[src/rtl/zs_encoder_pkg.sv]
package zs_encoder_pkg;

  // Content class of one pipeline stage
  typedef enum logic [1:0] {
    K_IDLE = 2'd0,   // emptied by reset: sends a space, blocks substitution
    K_ZERO = 2'd1,   // data zero
    K_ONE  = 2'd2,   // data one
    K_VIOL = 2'd3    // zero that was replaced by a violation
  } kind_t;

  typedef struct packed {
    kind_t kind;
    logic  p;        // rail format positive bit
    logic  n;        // rail format negative bit
  } stage_t;

  // Strobes from the control to the datapath
  typedef struct packed {
    logic subst;     // zero window found: plant a violation
    logic shortRun;  // three-zero code selects the violation slot
    logic markOut;   // a mark goes on the line this cycle
    logic markPos;   // its polarity is positive
  } strobe_t;

endpackage

[src/rtl/zs_control.sv]
module zs_control
  import zs_encoder_pkg::*;
#(
  parameter int DEPTH    = 4,
  parameter int HDB3_RUN = 4,
  parameter int B3ZS_RUN = 3
) (
  input  logic                  clk,
  input  logic                  rstN,
  input  logic                  nrzMode,
  input  logic                  b3zsSel,
  input  logic                  allOnes,
  input  kind_t [DEPTH-1:0]     stageKinds,
  output strobe_t               stb
);

  logic  lastPos;    // polarity of the previous mark
  logic  oddMarks;   // parity of marks since the last violation
  logic  winZero;
  kind_t headKind;
  logic  headViol;
  logic  addBal;
  int    runLen;

  always_comb begin
    runLen  = b3zsSel ? B3ZS_RUN : HDB3_RUN;
    winZero = 1'b1;
    for (int i = 0; i < DEPTH; i++) begin
      if (i >= DEPTH - runLen && stageKinds[i] != K_ZERO) winZero = 1'b0;
    end
  end

  assign headKind = stageKinds[DEPTH-1];
  assign headViol = (headKind == K_VIOL);
  assign addBal   = stb.subst && !oddMarks;

  always_comb begin
    stb.subst    = nrzMode && winZero;
    stb.shortRun = b3zsSel;
    stb.markOut  = allOnes ||
                   (nrzMode && (addBal || headKind == K_ONE || headViol));
    stb.markPos  = (headViol && !allOnes) ? lastPos : !lastPos;
  end

  always_ff @(posedge clk) begin
    if (!rstN) begin
      lastPos  <= 1'b0;
      oddMarks <= 1'b0;
    end else if (stb.markOut) begin
      lastPos  <= stb.markPos;
      oddMarks <= (nrzMode && headViol && !allOnes) ? 1'b0 : !oddMarks;
    end
  end

endmodule

[src/rtl/zs_datapath.sv]
module zs_datapath
  import zs_encoder_pkg::*;
#(
  parameter int DEPTH    = 4,
  parameter int HDB3_RUN = 4,
  parameter int B3ZS_RUN = 3
) (
  input  logic              clk,
  input  logic              rstN,
  input  logic              fallEdge,
  input  logic              nrzMode,
  input  logic              allOnes,
  input  logic              dataPos,
  input  logic              dataNeg,
  input  strobe_t           stb,
  output kind_t [DEPTH-1:0] stageKinds,
  output logic              railPos,
  output logic              railNeg
);

  localparam int SLOT_LONG  = DEPTH - HDB3_RUN;
  localparam int SLOT_SHORT = DEPTH - B3ZS_RUN;

  logic   negPos, negNeg, smpPos, smpNeg;
  stage_t stg [DEPTH];
  stage_t nxt [DEPTH];
  int     vSlot;

  // Falling-edge capture, consumed at the following rising edge
  always_ff @(negedge clk) begin
    negPos <= dataPos;
    negNeg <= dataNeg;
  end

  assign smpPos = fallEdge ? negPos : dataPos;
  assign smpNeg = fallEdge ? negNeg : dataNeg;

  always_comb begin
    vSlot       = stb.shortRun ? SLOT_SHORT : SLOT_LONG;
    nxt[0].kind = (nrzMode && !allOnes && smpPos) ? K_ONE : K_ZERO;
    nxt[0].p    = !nrzMode && !allOnes && smpPos;
    nxt[0].n    = !nrzMode && !allOnes && smpNeg;
    for (int i = 1; i < DEPTH; i++) begin
      nxt[i] = stg[i-1];
      if (stb.subst && (i - 1) == vSlot) nxt[i].kind = K_VIOL;
    end
  end

  always_ff @(posedge clk) begin
    if (!rstN) begin
      for (int i = 0; i < DEPTH; i++) stg[i] <= '{kind: K_IDLE, p: 1'b0, n: 1'b0};
      railPos <= 1'b0;
      railNeg <= 1'b0;
    end else begin
      for (int i = 0; i < DEPTH; i++) stg[i] <= nxt[i];
      if (stb.markOut) begin
        railPos <= stb.markPos;
        railNeg <= !stb.markPos;
      end else if (!nrzMode) begin
        railPos <= stg[DEPTH-1].p;
        railNeg <= stg[DEPTH-1].n;
      end else begin
        railPos <= 1'b0;
        railNeg <= 1'b0;
      end
    end
  end

  for (genvar g = 0; g < DEPTH; g++) begin : g_kind
    assign stageKinds[g] = stg[g].kind;
  end

endmodule

[src/rtl/bipolar_zs_encoder.sv]
module bipolar_zs_encoder
  import zs_encoder_pkg::*;
#(
  parameter int HDB3_RUN = 4,
  parameter int B3ZS_RUN = 3
) (
  input  logic clk,
  input  logic rstN,
  input  logic fallEdge,
  input  logic nrzMode,
  input  logic b3zsSel,
  input  logic allOnes,
  input  logic dataPos,
  input  logic dataNeg,
  output logic railPos,
  output logic railNeg
);

  localparam int DEPTH = (HDB3_RUN > B3ZS_RUN) ? HDB3_RUN : B3ZS_RUN;

  strobe_t           stb;
  kind_t [DEPTH-1:0] stageKinds;

  zs_control #(.DEPTH(DEPTH), .HDB3_RUN(HDB3_RUN), .B3ZS_RUN(B3ZS_RUN)) u_ctrl (
    .clk        (clk),
    .rstN       (rstN),
    .nrzMode    (nrzMode),
    .b3zsSel    (b3zsSel),
    .allOnes    (allOnes),
    .stageKinds (stageKinds),
    .stb        (stb)
  );

  zs_datapath #(.DEPTH(DEPTH), .HDB3_RUN(HDB3_RUN), .B3ZS_RUN(B3ZS_RUN)) u_dp (
    .clk        (clk),
    .rstN       (rstN),
    .fallEdge   (fallEdge),
    .nrzMode    (nrzMode),
    .allOnes    (allOnes),
    .dataPos    (dataPos),
    .dataNeg    (dataNeg),
    .stb        (stb),
    .stageKinds (stageKinds),
    .railPos    (railPos),
    .railNeg    (railNeg)
  );

endmodule

[config.mk]
export PLATFORM = sky130hd
export DESIGN_NAME = bipolar_zs_encoder
export DESIGN_NICKNAME = d
export VERILOG_FILES = /design/src/rtl/zs_encoder_pkg.sv /design/src/rtl/zs_control.sv /design/src/rtl/zs_datapath.sv /design/src/rtl/bipolar_zs_encoder.sv
export SDC_FILE = /design/constraint.sdc
export NUM_CORES = 1
export LEC_CHECK = 0
export BUFFER_PORTS_ARGS = -buffer_cell sky130_fd_sc_hd__buf_2
export CORE_AREA = 2 2 46 48
export DETAILED_ROUTE_END_ITERATION = 16
export DIE_AREA = 0 0 48 50
export PLACE_DENSITY_LB_ADDON = 0.05
export SYNTH_ARGS = -nofsm -noshare
export SYNTH_HDL_FRONTEND = slang
export SYNTH_SLANG_ARGS = --single-unit
[constraint.sdc]
create_clock -name clk -period 2.2 [get_ports clk]
set_input_delay 0.44 -clock clk [delete_from_list [all_inputs] [get_ports clk]]
set_output_delay 0.44 -clock clk [all_outputs]
set_load 0.05 [all_outputs]
## Yosys cells after proc, flatten, opt, wreduce, memory -nomap -nowiden

Memories as Yosys holds them, arrays and structs flattened.
Cells that the tools add are included.

| word-level totals | value |
|---|---|
| register bits after elaboration | 6 |
| memory bits (writable) | 16 |
| input port bits | 8 |
| output and inout bits | 2 |
| word-level logic and storage cells | 75 |
| memories | 1 |

Memories:

| name | depth | bits a word | read ports | clocked after memory_dff | wr ports | RTL line | text |
|---|---|---|---|---|---|---|---|
| u_dp.stg | 4 | 4 | 4 | 0 | 4 | zs_datapath.sv:25 | `stage_t stg [DEPTH];` |

| operators by class | value |
|---|---|
| $add $sub $neg | 1 |
| magnitude comparators | 4 |
| equality and inequality tests | 8 |
| multiplexer cells | 24 |
| bitwise gates (word level) | 4 |
| reductions and logical operators | 27 |

Operator list:

| cell | number |
|---|---|
| 3-bit by 32-bit >= comparator with 1-bit output, first input constant | 2 |
| 2-bit by 32-bit equality test with 1-bit output, first input constant | 1 |
| 3-bit by 32-bit equality test with 1-bit output, first input constant | 1 |
| 1-bit by 32-bit >= comparator with 1-bit output, first input constant | 1 |
| 2-bit by 32-bit >= comparator with 1-bit output, first input constant | 1 |
| 32-bit logical NOT | 1 |
| 4-bit by 32-bit subtractor with 32-bit output, first input constant | 1 |
| 1-bit logical AND | 18 |
| 4-bit 2-to-1 mux | 4 |
| 1-bit 2-to-1 mux | 15 |
| 2-bit 2-to-1 mux | 4 |
| 2-bit by 1-bit != test with 1-bit output, second input constant | 4 |
| 1-bit logical NOT | 5 |
| 2-bit equality test, second input constant | 2 |
| 1-bit bitwise OR | 4 |
| 1-bit logical OR | 3 |
| 3-bit 2-to-1 mux | 1 |

## Longest topological paths before layout

| logic depth | value |
|---|---|
| depth after elaboration | 15 |
| gate-level depth with buffers | 4 |
| gate-level depth less buffers | 4 |

## By module

From an unflattened synthesis, not the netlist that was laid out.

| second synthesis, totals | value |
|---|---|
| cell total of the unflattened synthesis | 75 |
| area total of the unflattened synthesis | 827.0 um2 |

By module, submodules not included:

| module | times used | cells an instance | area an instance (um2) | seq. area each (um2) |
|---|---|---|---|---|
| zs_datapath | 1 | 54 | 630.6 | 400.4 |
| zs_control | 1 | 21 | 196.4 | 40.0 |

==> flow_metrics.tcl <==
set metrics [dict create \
    p_per_area_nw_per_um2 827 \
    hold_viol 0 \
    area_growth_pct 15.6 \
    numClockSinks 22 \
    die_x_um 48 \
    timing.final.max_slew_violations 0 \
    overflow 0 \
    finClkSkew_ps 60.5 \
    crit_path_start_kind "flip-flop" \
    seq_area_frac_synth_pct 53.7 \
    die_y_um 50 \
    post-route-drc-count 0 \
    clock_path_buffers 2 \
    r2r-end "u_dp.stg[0][2]" \
    finalPower_uw 783 \
    path_clk_slew_ps 120 \
    post_cts_buffers 0 \
    fin_tns_setup_ps 0 \
    grt_usage_pct 12.9 \
    yosysUniqueCellTypes 28 \
    ant_nets 0 \
    wl_per_cell_um 11.0 \
    hold_class "input port to flip-flop" \
    drt-initial-drc-count 4 \
    r2r_start "u_dp.negPos" \
    grt_pass1_vias 542 \
    critPathMaxFanout 2 \
    synthesis.area_um2 820 \
    leakagePower_uw 0.000371 \
    io_buffers 9 \
    core_area_um2 1900 \
    cts_buffers 3 \
    grt_max_degree 21 \
    final_cell_mix "dfxtp_1, and2_1, buf_2, nand2_1, inv_1" \
    clock_latency_ps 350 \
    worstSetupEndpointType "flip-flop" \
    postSynthCellCount 77 \
    hold_depth 2 \
    setup_violations 0 \
    dr_wl_met3_um 42 \
    holdPathEnd "u_dp.stg[0][3]" \
    timing.slew.headroom_pct 77.0 \
    die_area_um2 2400 \
    layout.nets 98 \
    syn_nets 85 \
    highest_layer "met4" \
    arrival_ps 2190 \
    crit_type "flip-flop to flip-flop" \
    ctsHoldBuffers 0 \
    synth-seq-cells 22 \
    drive_above_1_share_pct 22.5 \
    place.gp.congestion 0.841 \
    status "finished clean" \
    required_ps 2450 \
    ios 10 \
    grt_pass1_wl_um 2210 \
    drtPass1Iterations 2 \
    drt-total-wl_um 1270 \
    start_util_pct 43.1 \
    rows 16 \
    holdCritStartpoint "allOnes" \
    yosys_warnings 0 \
    postCtsResizedCells 0 \
    cts_max_level 1 \
    cts_tree "yes" \
    root_buffer "clkbuf_4" \
    diodes 0 \
    antenna_found_initial 0 \
    pre_cts_ws_ps 312 \
    final_common_cell "dfxtp_1" \
    wl_met2_um 593 \
    startpoint "u_dp.negPos" \
    r2r_cells 3 \
    vias_per_cell 4.85 \
    setup_slack_ps 256 \
    rrSetupSlack_ps 260 \
    rsz0062_at_grt "false" \
    tightest_slew_ps 346 \
    dp_hpwl_um 921 \
    ir_worst_vdd_mv 0.384 \
    met1_length_um 621 \
    num_vias 563 \
    synth_area_per_cell_um2 10.6 \
    cap_violations 0 \
]
[worst max path at each step]
stage          slack, ps              to  depth (start not counted)
2_1_floorplan        340  u_dp.stg[0][3]                          3
3_3_place_gp         320  u_dp.stg[0][3]                          3
3_5_place_dp         310  u_dp.stg[0][3]                          3
4_1_cts              260  u_dp.stg[0][2]                          3
5_1_grt              200  u_dp.stg[0][2]                          3
6_report             260  u_dp.stg[0][2]                          3
[registers in the layout (all words and copies together) (netlist names)]
signal	cells
u_ctrl.lastPos	1
u_dp.stg	16
u_dp.railNeg	1
u_ctrl.oddMarks	1
u_dp.negPos	1
u_dp.negNeg	1
u_dp.railPos	1
[synth_stat cells]
library cell	count	area, um^2
and4_4	1	11.3
nor2_1	1	3.75
nor4_1	1	6.26
a21oi_1	3	15.0
clkbuf_1	2	7.51
a221o_1	1	10.0
a211oi_1	1	7.51
nand4bb_4	1	27.5
a2111oi_4	1	27.5
mux2_2	1	11.3
and2_2	1	7.51
nor3b_1	2	15.0
and2_4	1	8.76
nand2_2	1	6.26
o21a_1	4	30.0
dfxtp_1	22	440
a41oi_1	1	8.76
nand3b_1	2	15.0
and3_1	1	6.26
nand2_1	6	22.5
o21ai_0	3	15.0
nand3_1	1	5.00
and2_1	9	56.3
inv_1	4	15.0
nor2b_1	2	12.5
nor3_1	1	5.00
mux2i_1	1	10.0
nand2b_1	2	12.5
[kinds of logic after synthesis]
logic type / share of synthesized area (%)
flops: 53.7
compound gates: 13.9
mux: 2.60
buf+inv: 2.75
simple gates: 27.0
[worst max-delay path: stages, from the launching register on]
cell,delay [ps]
dfxtp_1,280
mux2_2,260
nand2_1,90
o21a_1,110
[where the power goes]
part | internal (uW) | switching, uW
combinational | 21.6 | 29.7
clock | 189 | 122
sequential | 412 | 8.92
[layout make-up]
class | count | area, um^2
Timing Repair Buffer | 9 | 45.0
Fill cell | 178 | 955
Clock inverter | 3 | 37.5
Inverter | 3 | 11.3
Multi-Input combinational cell | 49 | 357
Tap cell | 27 | 33.8
Clock buffer | 3 | 22.5
Sequential cell | 22 | 440
[through the flow]
step	instances	utilization, %	instance area, um^2	hold WS, ps
2_1_floorplan	77	-	820	412
3_3_place_gp	111	46.8	891	415
3_5_place_dp	111	46.8	891	418
4_1_cts	116	49.8	947	381
5_1_grt	116	49.8	947	380
6_report	116	49.8	947	394
[metal layers]
| layer | GRT usage, % | vias to the layer above |
|---|---|---|
| li1 | - | 287 |
| met1 | 16.8 | 266 |
| met2 | 18.7 | 8 |
| met3 | 3.30 | 2 |
| met4 | 7.21 | 0 |
| met5 | 0 | - |
No activity file was read; power rests on OpenSTA's default activity.
